[config.mk]
export PLATFORM = sky130hd
export DESIGN_NAME = tm_pfc_seq
export DESIGN_NICKNAME = d
export VERILOG_FILES = /design/src/rtl/tm_pfc_pkg.sv /design/src/rtl/tm_pfc_sync.sv /design/src/rtl/tm_pfc_edge.sv /design/src/rtl/tm_pfc_ontime.sv /design/src/rtl/tm_pfc_ctrl.sv /design/src/rtl/tm_pfc_seq.sv
export SDC_FILE = /design/constraint.sdc
export NUM_CORES = 1
export LEC_CHECK = 0
export ABC_AREA = 0
export ABC_CLOCK_PERIOD_IN_PS = 11700
export BUFFER_PORTS_ARGS = -buffer_cell sky130_fd_sc_hd__buf_2
export CORE_MARGIN = 5
export CORE_UTILIZATION = 49
export DETAILED_ROUTE_END_ITERATION = 10
export GPL_TIMING_DRIVEN = 0
export PLACE_DENSITY = 0.73
export SYNTH_ARGS = -nofsm -noshare
export SYNTH_HDL_FRONTEND = slang
export SYNTH_SLANG_ARGS = --single-unit
[constraint.sdc]
create_clock -name clk -period 11.7 [get_ports clk]
set_clock_uncertainty 0.05 [all_clocks]
set_input_delay 0.585 -clock clk [delete_from_list [all_inputs] [get_ports clk]]
set_output_delay 0.585 -clock clk [all_outputs]
set_load 0.01 [all_outputs]
[src/rtl/tm_pfc_pkg.sv]
// Package: shared types for the transition-mode PFC sequencer.
// Assumes: nothing beyond IEEE 1800-2017.
package tm_pfc_pkg;

    // Comparator flags grouped in one vector for synchronization.
    typedef struct packed {
        logic oc;
        logic trig;
        logic arm;
    } cmp_flags_t;

    // Reason a pulse starts on a given cycle.
    typedef enum logic [1:0] {
        START_NONE = 2'd0,
        START_ZX   = 2'd1,
        START_WDOG = 2'd2
    } start_t;

endpackage

[src/rtl/tm_pfc_sync.sv]
// Module: multi-stage synchronizer for asynchronous comparator flags.
// Each bit passes through STAGES flops. Reset clears every stage.
// Assumes: the flags are level signals that stay stable for several cycles.
module tm_pfc_sync #(
    parameter int N      = 3,
    parameter int STAGES = 2
) (
    input  logic         clk,
    input  logic         rst_n,
    input  logic [N-1:0] async_i,
    output logic [N-1:0] level_o
);

    logic [STAGES-1:0][N-1:0] stg_q;

    // Shift the raw flags through the synchronizer chain.
    always_ff @(posedge clk) begin
        if (!rst_n) begin
            stg_q <= '0;
        end else begin
            stg_q[0] <= async_i;
            for (int s = 1; s < STAGES; s++) begin
                stg_q[s] <= stg_q[s-1];
            end
        end
    end

    assign level_o = stg_q[STAGES-1];

endmodule

[src/rtl/tm_pfc_edge.sv]
// Module: rising-edge detector for synchronized flags.
// rise_o is high for one cycle when a level goes from 0 to 1.
// Assumes: the inputs are already in the clk domain.
module tm_pfc_edge #(
    parameter int N = 2
) (
    input  logic         clk,
    input  logic         rst_n,
    input  logic [N-1:0] level_i,
    output logic [N-1:0] rise_o
);

    logic [N-1:0] prev_q;

    // Remember last cycle's level for each bit.
    always_ff @(posedge clk) begin
        if (!rst_n) prev_q <= '0;
        else        prev_q <= level_i;
    end

    genvar g;
    generate
        for (g = 0; g < N; g++) begin : g_rise
            assign rise_o[g] = level_i[g] & ~prev_q[g];
        end
    endgenerate

endmodule

[src/rtl/tm_pfc_ontime.sv]
// Module: maps the unsigned on-time command to a pulse length in cycles.
// Linear map: the lowest code gives TON_MIN_CYC and the highest gives
// TON_MAX_CYC. Rounds down.
// Assumes: TON_MAX_CYC > TON_MIN_CYC >= 1. The divisor is a constant.
module tm_pfc_ontime #(
    parameter  int CMD_W       = 8,
    parameter  int TON_MIN_CYC = 15,
    parameter  int TON_MAX_CYC = 2500,
    localparam int CNT_W       = $clog2(TON_MAX_CYC + 1)
) (
    input  logic [CMD_W-1:0] cmd_i,
    output logic [CNT_W-1:0] ton_len_o
);

    localparam int SPAN    = TON_MAX_CYC - TON_MIN_CYC;
    localparam int CMD_MAX = (1 << CMD_W) - 1;
    localparam int PROD_W  = CMD_W + $clog2(SPAN + 1);

    logic [PROD_W-1:0] prod;
    logic [PROD_W-1:0] quot;

    // Scale the command across the on-time span, then offset by the minimum.
    always_comb begin
        prod      = PROD_W'(cmd_i) * PROD_W'(SPAN);
        quot      = prod / PROD_W'(CMD_MAX);
        ton_len_o = CNT_W'(TON_MIN_CYC) + CNT_W'(quot);
    end

endmodule

[src/rtl/tm_pfc_ctrl.sv]
// Module: switching sequencer core. It holds the gate state, the on-time
// counter, the armed flag and the restart timer.
// A pulse starts on an armed-then-trigger pair or when the restart timer
// expires. It ends when the latched length runs out, or on over-current
// after the blanking window.
// Assumes: the inputs are synchronized. BLANK_CYC < TON_MAX_CYC and
// WDOG_CYC > TON_MAX_CYC.
module tm_pfc_ctrl
    import tm_pfc_pkg::*;
#(
    parameter  int TON_MIN_CYC = 15,
    parameter  int TON_MAX_CYC = 2500,
    parameter  int BLANK_CYC   = 16,
    parameter  int WDOG_CYC    = 20000,
    localparam int CNT_W       = $clog2(TON_MAX_CYC + 1),
    localparam int WD_W        = $clog2(WDOG_CYC)
) (
    input  logic             clk,
    input  logic             rst_n,
    input  logic             en_i,
    input  logic             arm_rise_i,
    input  logic             trig_rise_i,
    input  logic             oc_lvl_i,
    input  logic [CNT_W-1:0] ton_len_i,
    output logic             gate_o
);

    localparam logic [CNT_W-1:0] BLANK_L = CNT_W'(BLANK_CYC);
    localparam logic [CNT_W-1:0] MIN_L   = CNT_W'(TON_MIN_CYC);
    localparam logic [CNT_W-1:0] MAX_L   = CNT_W'(TON_MAX_CYC);
    localparam logic [WD_W-1:0]  WD_LAST = WD_W'(WDOG_CYC - 1);

    logic             gate_q;
    logic             arm_q;
    logic [CNT_W-1:0] on_cnt;
    logic [CNT_W-1:0] ton_q;
    logic [WD_W-1:0]  wd_cnt;
    start_t           start_cause;
    logic             start;
    logic             len_done;
    logic             oc_cut;

    // Decide whether a pulse starts this cycle, and why.
    always_comb begin
        start_cause = START_NONE;
        if (en_i && !gate_q) begin
            if (arm_q && trig_rise_i)  start_cause = START_ZX;
            else if (wd_cnt == WD_LAST) start_cause = START_WDOG;
        end
    end

    assign start    = (start_cause != START_NONE);
    assign len_done = gate_q && (on_cnt == ton_q - CNT_W'(1));
    assign oc_cut   = gate_q && oc_lvl_i && (on_cnt >= BLANK_L);

    // Gate state: set on a start, cleared at end of length, on over-current or on disable.
    always_ff @(posedge clk) begin
        if (!rst_n || !en_i)        gate_q <= 1'b0;
        else if (start)             gate_q <= 1'b1;
        else if (len_done || oc_cut) gate_q <= 1'b0;
    end

    // On-time counter: zero at turn-on, counts during the pulse.
    always_ff @(posedge clk) begin
        if (!rst_n)                                   on_cnt <= '0;
        else if (start)                               on_cnt <= '0;
        else if (gate_q && !len_done && !oc_cut)      on_cnt <= on_cnt + CNT_W'(1);
    end

    // Latch the commanded pulse length at turn-on.
    always_ff @(posedge clk) begin
        if (!rst_n)     ton_q <= MIN_L;
        else if (start) ton_q <= ton_len_i;
    end

    // Armed flag: set by an armed edge, cleared by turn-on or disable.
    always_ff @(posedge clk) begin
        if (!rst_n || !en_i) arm_q <= 1'b0;
        else if (start)      arm_q <= 1'b0;
        else if (arm_rise_i) arm_q <= 1'b1;
    end

    // Restart timer: zero at each turn-on, saturates at its last count.
    always_ff @(posedge clk) begin
        if (!rst_n || !en_i)     wd_cnt <= '0;
        else if (start)          wd_cnt <= '0;
        else if (wd_cnt != WD_LAST) wd_cnt <= wd_cnt + WD_W'(1);
    end

    assign gate_o = gate_q;

    // disable forces the gate low on the next edge.
    a_r10_dis_gate_low: assert property (@(posedge clk) disable iff (!rst_n)
        !en_i |=> !gate_q);

    // the on-time counter never passes the latched length.
    a_r4_on_bound: assert property (@(posedge clk) disable iff (!rst_n)
        gate_q |-> (on_cnt < ton_q));

    // the latched length lies within the clamp.
    a_r4_ton_range: assert property (@(posedge clk) disable iff (!rst_n)
        gate_q |-> (ton_q >= MIN_L && ton_q <= MAX_L));

    // the armed flag is cleared at every turn-on.
    a_r11_arm_clear: assert property (@(posedge clk) disable iff (!rst_n)
        $rose(gate_q) |-> !arm_q);

    // the restart timer is at zero just after any turn-on.
    a_r6_wd_restart: assert property (@(posedge clk) disable iff (!rst_n)
        $rose(gate_q) |-> (wd_cnt == '0));

    // a turn-on needs an armed trigger edge or an expired timer.
    a_r2_start_cause: assert property (@(posedge clk) disable iff (!rst_n)
        $rose(gate_q) |-> ($past(arm_q && trig_rise_i) || ($past(wd_cnt) == WD_LAST)));

    // a pulse never ends early inside the blanking window.
    a_r7_blank: assert property (@(posedge clk) disable iff (!rst_n)
        $fell(gate_q) |-> (!$past(en_i) || ($past(on_cnt) == $past(ton_q) - CNT_W'(1))
                           || ($past(on_cnt) >= BLANK_L)));

    // over-current after blanking ends the pulse on the next edge.
    a_r8_oc_cut: assert property (@(posedge clk) disable iff (!rst_n)
        (gate_q && oc_lvl_i && (on_cnt >= BLANK_L)) |=> !gate_q);

    // the restart timer stays within its range.
    a_r5_wd_range: assert property (@(posedge clk) disable iff (!rst_n)
        wd_cnt <= WD_LAST);

endmodule

[src/rtl/tm_pfc_seq.sv]
// Module: top of the transition-mode PFC switching sequencer.
// It synchronizes the comparator flags, detects the zero-crossing edges,
// maps the on-time command and runs the sequencer core.
// Assumes: timing parameters are in clk cycles (defaults for 50 MHz:
// 0.3 us min, 50 us max, 320 ns blanking, 400 us restart).
module tm_pfc_seq
    import tm_pfc_pkg::*;
#(
    parameter int CMD_W       = 8,
    parameter int TON_MIN_CYC = 15,
    parameter int TON_MAX_CYC = 2500,
    parameter int BLANK_CYC   = 16,
    parameter int WDOG_CYC    = 20000,
    parameter int SYNC_STAGES = 2
) (
    input  logic             clk,
    input  logic             rst_n,
    input  logic             en_i,
    input  logic             zx_arm_i,
    input  logic             zx_trig_i,
    input  logic             oc_i,
    input  logic [CMD_W-1:0] ton_cmd_i,
    output logic             gate_o
);

    localparam int CNT_W = $clog2(TON_MAX_CYC + 1);
    localparam int NFLAG = $bits(cmp_flags_t);

    cmp_flags_t       raw_flags;
    cmp_flags_t       sync_flags;
    logic [1:0]       zx_rise;
    logic [CNT_W-1:0] ton_len;

    assign raw_flags.arm  = zx_arm_i;
    assign raw_flags.trig = zx_trig_i;
    assign raw_flags.oc   = oc_i;

    tm_pfc_sync #(
        .N      (NFLAG),
        .STAGES (SYNC_STAGES)
    ) u_sync (
        .clk     (clk),
        .rst_n   (rst_n),
        .async_i (raw_flags),
        .level_o (sync_flags)
    );

    tm_pfc_edge #(
        .N (2)
    ) u_edge (
        .clk     (clk),
        .rst_n   (rst_n),
        .level_i ({sync_flags.trig, sync_flags.arm}),
        .rise_o  (zx_rise)
    );

    tm_pfc_ontime #(
        .CMD_W       (CMD_W),
        .TON_MIN_CYC (TON_MIN_CYC),
        .TON_MAX_CYC (TON_MAX_CYC)
    ) u_ontime (
        .cmd_i     (ton_cmd_i),
        .ton_len_o (ton_len)
    );

    tm_pfc_ctrl #(
        .TON_MIN_CYC (TON_MIN_CYC),
        .TON_MAX_CYC (TON_MAX_CYC),
        .BLANK_CYC   (BLANK_CYC),
        .WDOG_CYC    (WDOG_CYC)
    ) u_ctrl (
        .clk         (clk),
        .rst_n       (rst_n),
        .en_i        (en_i),
        .arm_rise_i  (zx_rise[0]),
        .trig_rise_i (zx_rise[1]),
        .oc_lvl_i    (sync_flags.oc),
        .ton_len_i   (ton_len),
        .gate_o      (gate_o)
    );

endmodule

==> key figures <==
Outcome
  – Status: finished with violations
  – Violated checks: setup timing

Setup path
  – Critical path class: in -> reg
  – Slowest cell delay on critical path: 0.51 ns
  – CP max FO: 10
  – Worst-case reg-to-reg path depth: 15
  – Critical path endpoint category: flop
  – Required time worst endpoint: 11.87 ns
  – Crit Reg-Reg Endpoint: u_ctrl.on_cnt[8]
  – Crit path DAT: 12.64 ns
  – Slowest CP cell: fa_1
  – Flop-to-flop setup slack: 7.88 ns
  – CP delay by family, top: simple AND/OR/NAND/NOR gates
  – Reg-to-Reg Start: u_ctrl.ton_q[2]
  – Most frequent CP cell: buf_4
  – Critical Path Sink: u_ctrl.ton_q[6]
  – Setup crit start: ton_cmd_i[7]
  – Cell count along the critical path: 54
  – WP buf/inv: 10
  – Worst setup SP type: primary input

Final layout
  – Cell area after layout: 10,200 sq um
  – Storage element area: 981 sq um
  – Fin util: 66.8%
  – Antenna cells: 0
  – Multi-input logic area: 7510 sq um
  – Filler cells: 1,200
  – # nets final: 1,212
  – Layout area overhead: 32.8%
  – Layout cell share with drive strength beyond 1: 30.1%

Detailed routing
  – Routed Antenna Nets: 0
  – First DRT Iteration DRCs: 555
  – Drt first pass iters: 5
  – Drt wl/cell: 16.6 microns
  – Drt total wl: 22,200 microns
  – Via-to-Cell Ratio: 6.18
  – DRC: 0
  – Vias: 8,247

Yosys
  – Post-synth design cell area: 7670 sq um
  – Post-synthesis net count: 1,087
  – Share of flip-flops with an asynchronous set or reset: 0%
  – Yosys top cell by area: dfxtp_1
  – Avg Cell Area, Syn: 7.70 sq um
  – Post-synth cell types: 107
  – #FFs+latches synth: 49
  – Synth Warn #: 0
  – Post-synth EDFFs: 0
  – Synth Flop Type: dfxtp_1
  – Ranking of synthesized cells by area: dfxtp_1, ha_1, fa_1, xnor2_1, nand2_1
  – Register area share after synthesis: 12.8%
  – Post-Synthesis Cells: 997
  – Yosys top cell area share: 12.8%

CTS
  – H-Tree Depth: 2
  – CTS Buf Count: 5
  – Clk_lat worst skew: 0.29 ns
  – Clock root buffer: clkbuf_16
  – CTS tree: built
  – Clk slew on worst S/H paths: 0.06 ns
  – CTS sink count: 49
  – Clk buf depth: 2

Timing
  – Slew @ Worst Pin: 0.813 ns
  – # setup viols final: 7
  – Tcrit/Tclk final: 107%
  – Final setup margin: -0.764 ns
  – Max_slew headroom: 45.4%
  – RSZ-0062 raised after global routing: yes
  – Crit path time final: 12.46 ns
  – Fin. Hold Viols: 0
  – Final Max Slew Viols: 0
  – Fmax: 80.2 MHz

Die
  – Die area: 18,300 sq um
  – Chip height: 135 microns
  – Die W: 135 microns
  – Core footprint: 15,300 sq um
  – Initial cell density of the core: 50.3%
  – Top Ports: 15
  – Row cnt: 45

Place
  – Dpl hpwl: 15,400 microns
  – GPL Wtd Cong: 0.935
  – I/O Buffers: 13
  – Post-placement cell area: 8350 sq um
  – Place WS: -2.07 ns

Flow run
  – Total of max-cap violations: 0

GRT
  – Gr ovfl total: 0
  – Initial antenna violation count: 0
  – Largest net degree at the start of global routing: 16
  – Overall routing resource usage: 23.7%
  – Vias in the first global route: 7,902
  – First-pass GRT wire length: 37,200 microns

Worst hold path
  – Hold crit path type: reg -> reg
-- worst register-to-register path, cell delays in order (launching register included) --
cell and delay [ns]:
dfxtp_1 0.34, nor2_1 0.18, nor4b_1 0.40, nor2b_1 0.39
nand2_1 0.13, nor2_1 0.23, nand2b_1 0.14, nand3_1 0.07
o21ai_0 0.09, o21ai_0 0.11, a41oi_1 0.65, nand2_1 0.19
nor3_1 0.39, nand3_1 0.15, xor2_1 0.16, nor2_1 0.05
-- synth_stat cells (all sizes together), types with 7 or more instances --
master / instances
a211oi: 14
a21o: 17
a21oi: 65
a31oi: 18
and2: 19
and3: 16
and4: 10
buf: 17
clkbuf: 12
dfxtp: 49
fa: 22
ha: 54
inv: 49
nand2: 96
nand2b: 11
nand3: 41
nand4: 24
nor2: 93
nor3: 32
nor4: 20
o211a: 11
o211ai: 17
o21a: 9
o21ai: 48
o31a: 7
o31ai: 12
or2: 11
or3: 14
xnor2: 48
xor2: 35
-- state kept, by name, summed over array words and instances, names as in the netlist --
signal          count
u_ctrl.arm_q        1
u_ctrl.gate_o       1
u_ctrl.on_cnt      12
u_ctrl.ton_q       12
u_ctrl.wd_cnt      15
u_edge.prev_q       2
u_sync.level_o      3
u_sync.stg_q        3
-- final cells by class --
class                           count  share of cell area, %
Multi-Input combinational cell    870                   73.7
Timing Repair Buffer              120                   9.14
Clock inverter                      2                  0.135
Tap cell                          211                   2.59
Inverter                           49                   1.81
Buffer                             27                   1.65
Clock buffer                        6                   1.36
Sequential cell                    49                   9.63
-- cells in the final DEF, fill, tap and decap left out, drive strengths merged, types with 22 or more instances in the layout --
cell	instances
xor2	35
nand2	96
buf	134
o21ai	48
nand4	24
fa	22
xnor2	48
a21oi	65
inv	49
ha	54
nor2	93
dfxtp	49
nor3	32
nand3	41
-- per-stage QoR --
step                      setup TNS [ns]  hold slack (ns)  cells
final                              -4.46            0.387   1334
after global routing               -8.71            0.416   1334
after floorplan                    -1.34            0.362    997
after detailed placement          -17.33            0.371   1221
after CTS                          -2.84            0.388   1305
after global placement            -15.39            0.370   1221
-- logic make-up after synthesis --
kind of cell,after synthesis,share of synthesized area [%]
flops,49,12.8
simple gates,415,29.3
xor+xnor,85,10.1
fa+ha+maj,76,14.5
buf+inv,78,4.17
mux,11,1.61
compound gates,283,27.5
-- what timing repair did --
item / 4_1_cts / 5_1_grt
hold buffers: 0 / 0
hold endpoints to repair: 0 / 0
pin swaps: 76 / 40
setup buffers: 77 / 32
resized for setup: 116 / 63
endpoints found under the setup margin: 12 / 12
-- metal layers --
layer / routed length [microns] / global-route usage, % / vias up
met2: 11400 / 44.6 / 321
met5: 0 / 0 / -
met4: 536 / 5.94 / 0
met3: 1050 / 1.56 / 64
met1: 9160 / 29.2 / 3891
li1: - / - / 3971
-- worst min path at each step --
stage                     slack, ns  cells past startpoint             from                end
final                          0.39                      1  u_sync.stg_q[1]  u_sync.level_o[1]
after global routing           0.42                      1  u_sync.stg_q[1]  u_sync.level_o[1]
after CTS                      0.39                      1  u_sync.stg_q[1]  u_sync.level_o[1]
after detailed placement       0.37                      1  u_sync.stg_q[1]  u_sync.level_o[1]
after global placement         0.37                      1  u_sync.stg_q[1]  u_sync.level_o[1]
after floorplan                0.36                      1  u_sync.stg_q[0]  u_sync.level_o[0]
Power is left out: the tool's default activity adds up to more than one toggle a clock period on the data nets, which glitch-free logic cannot reach.
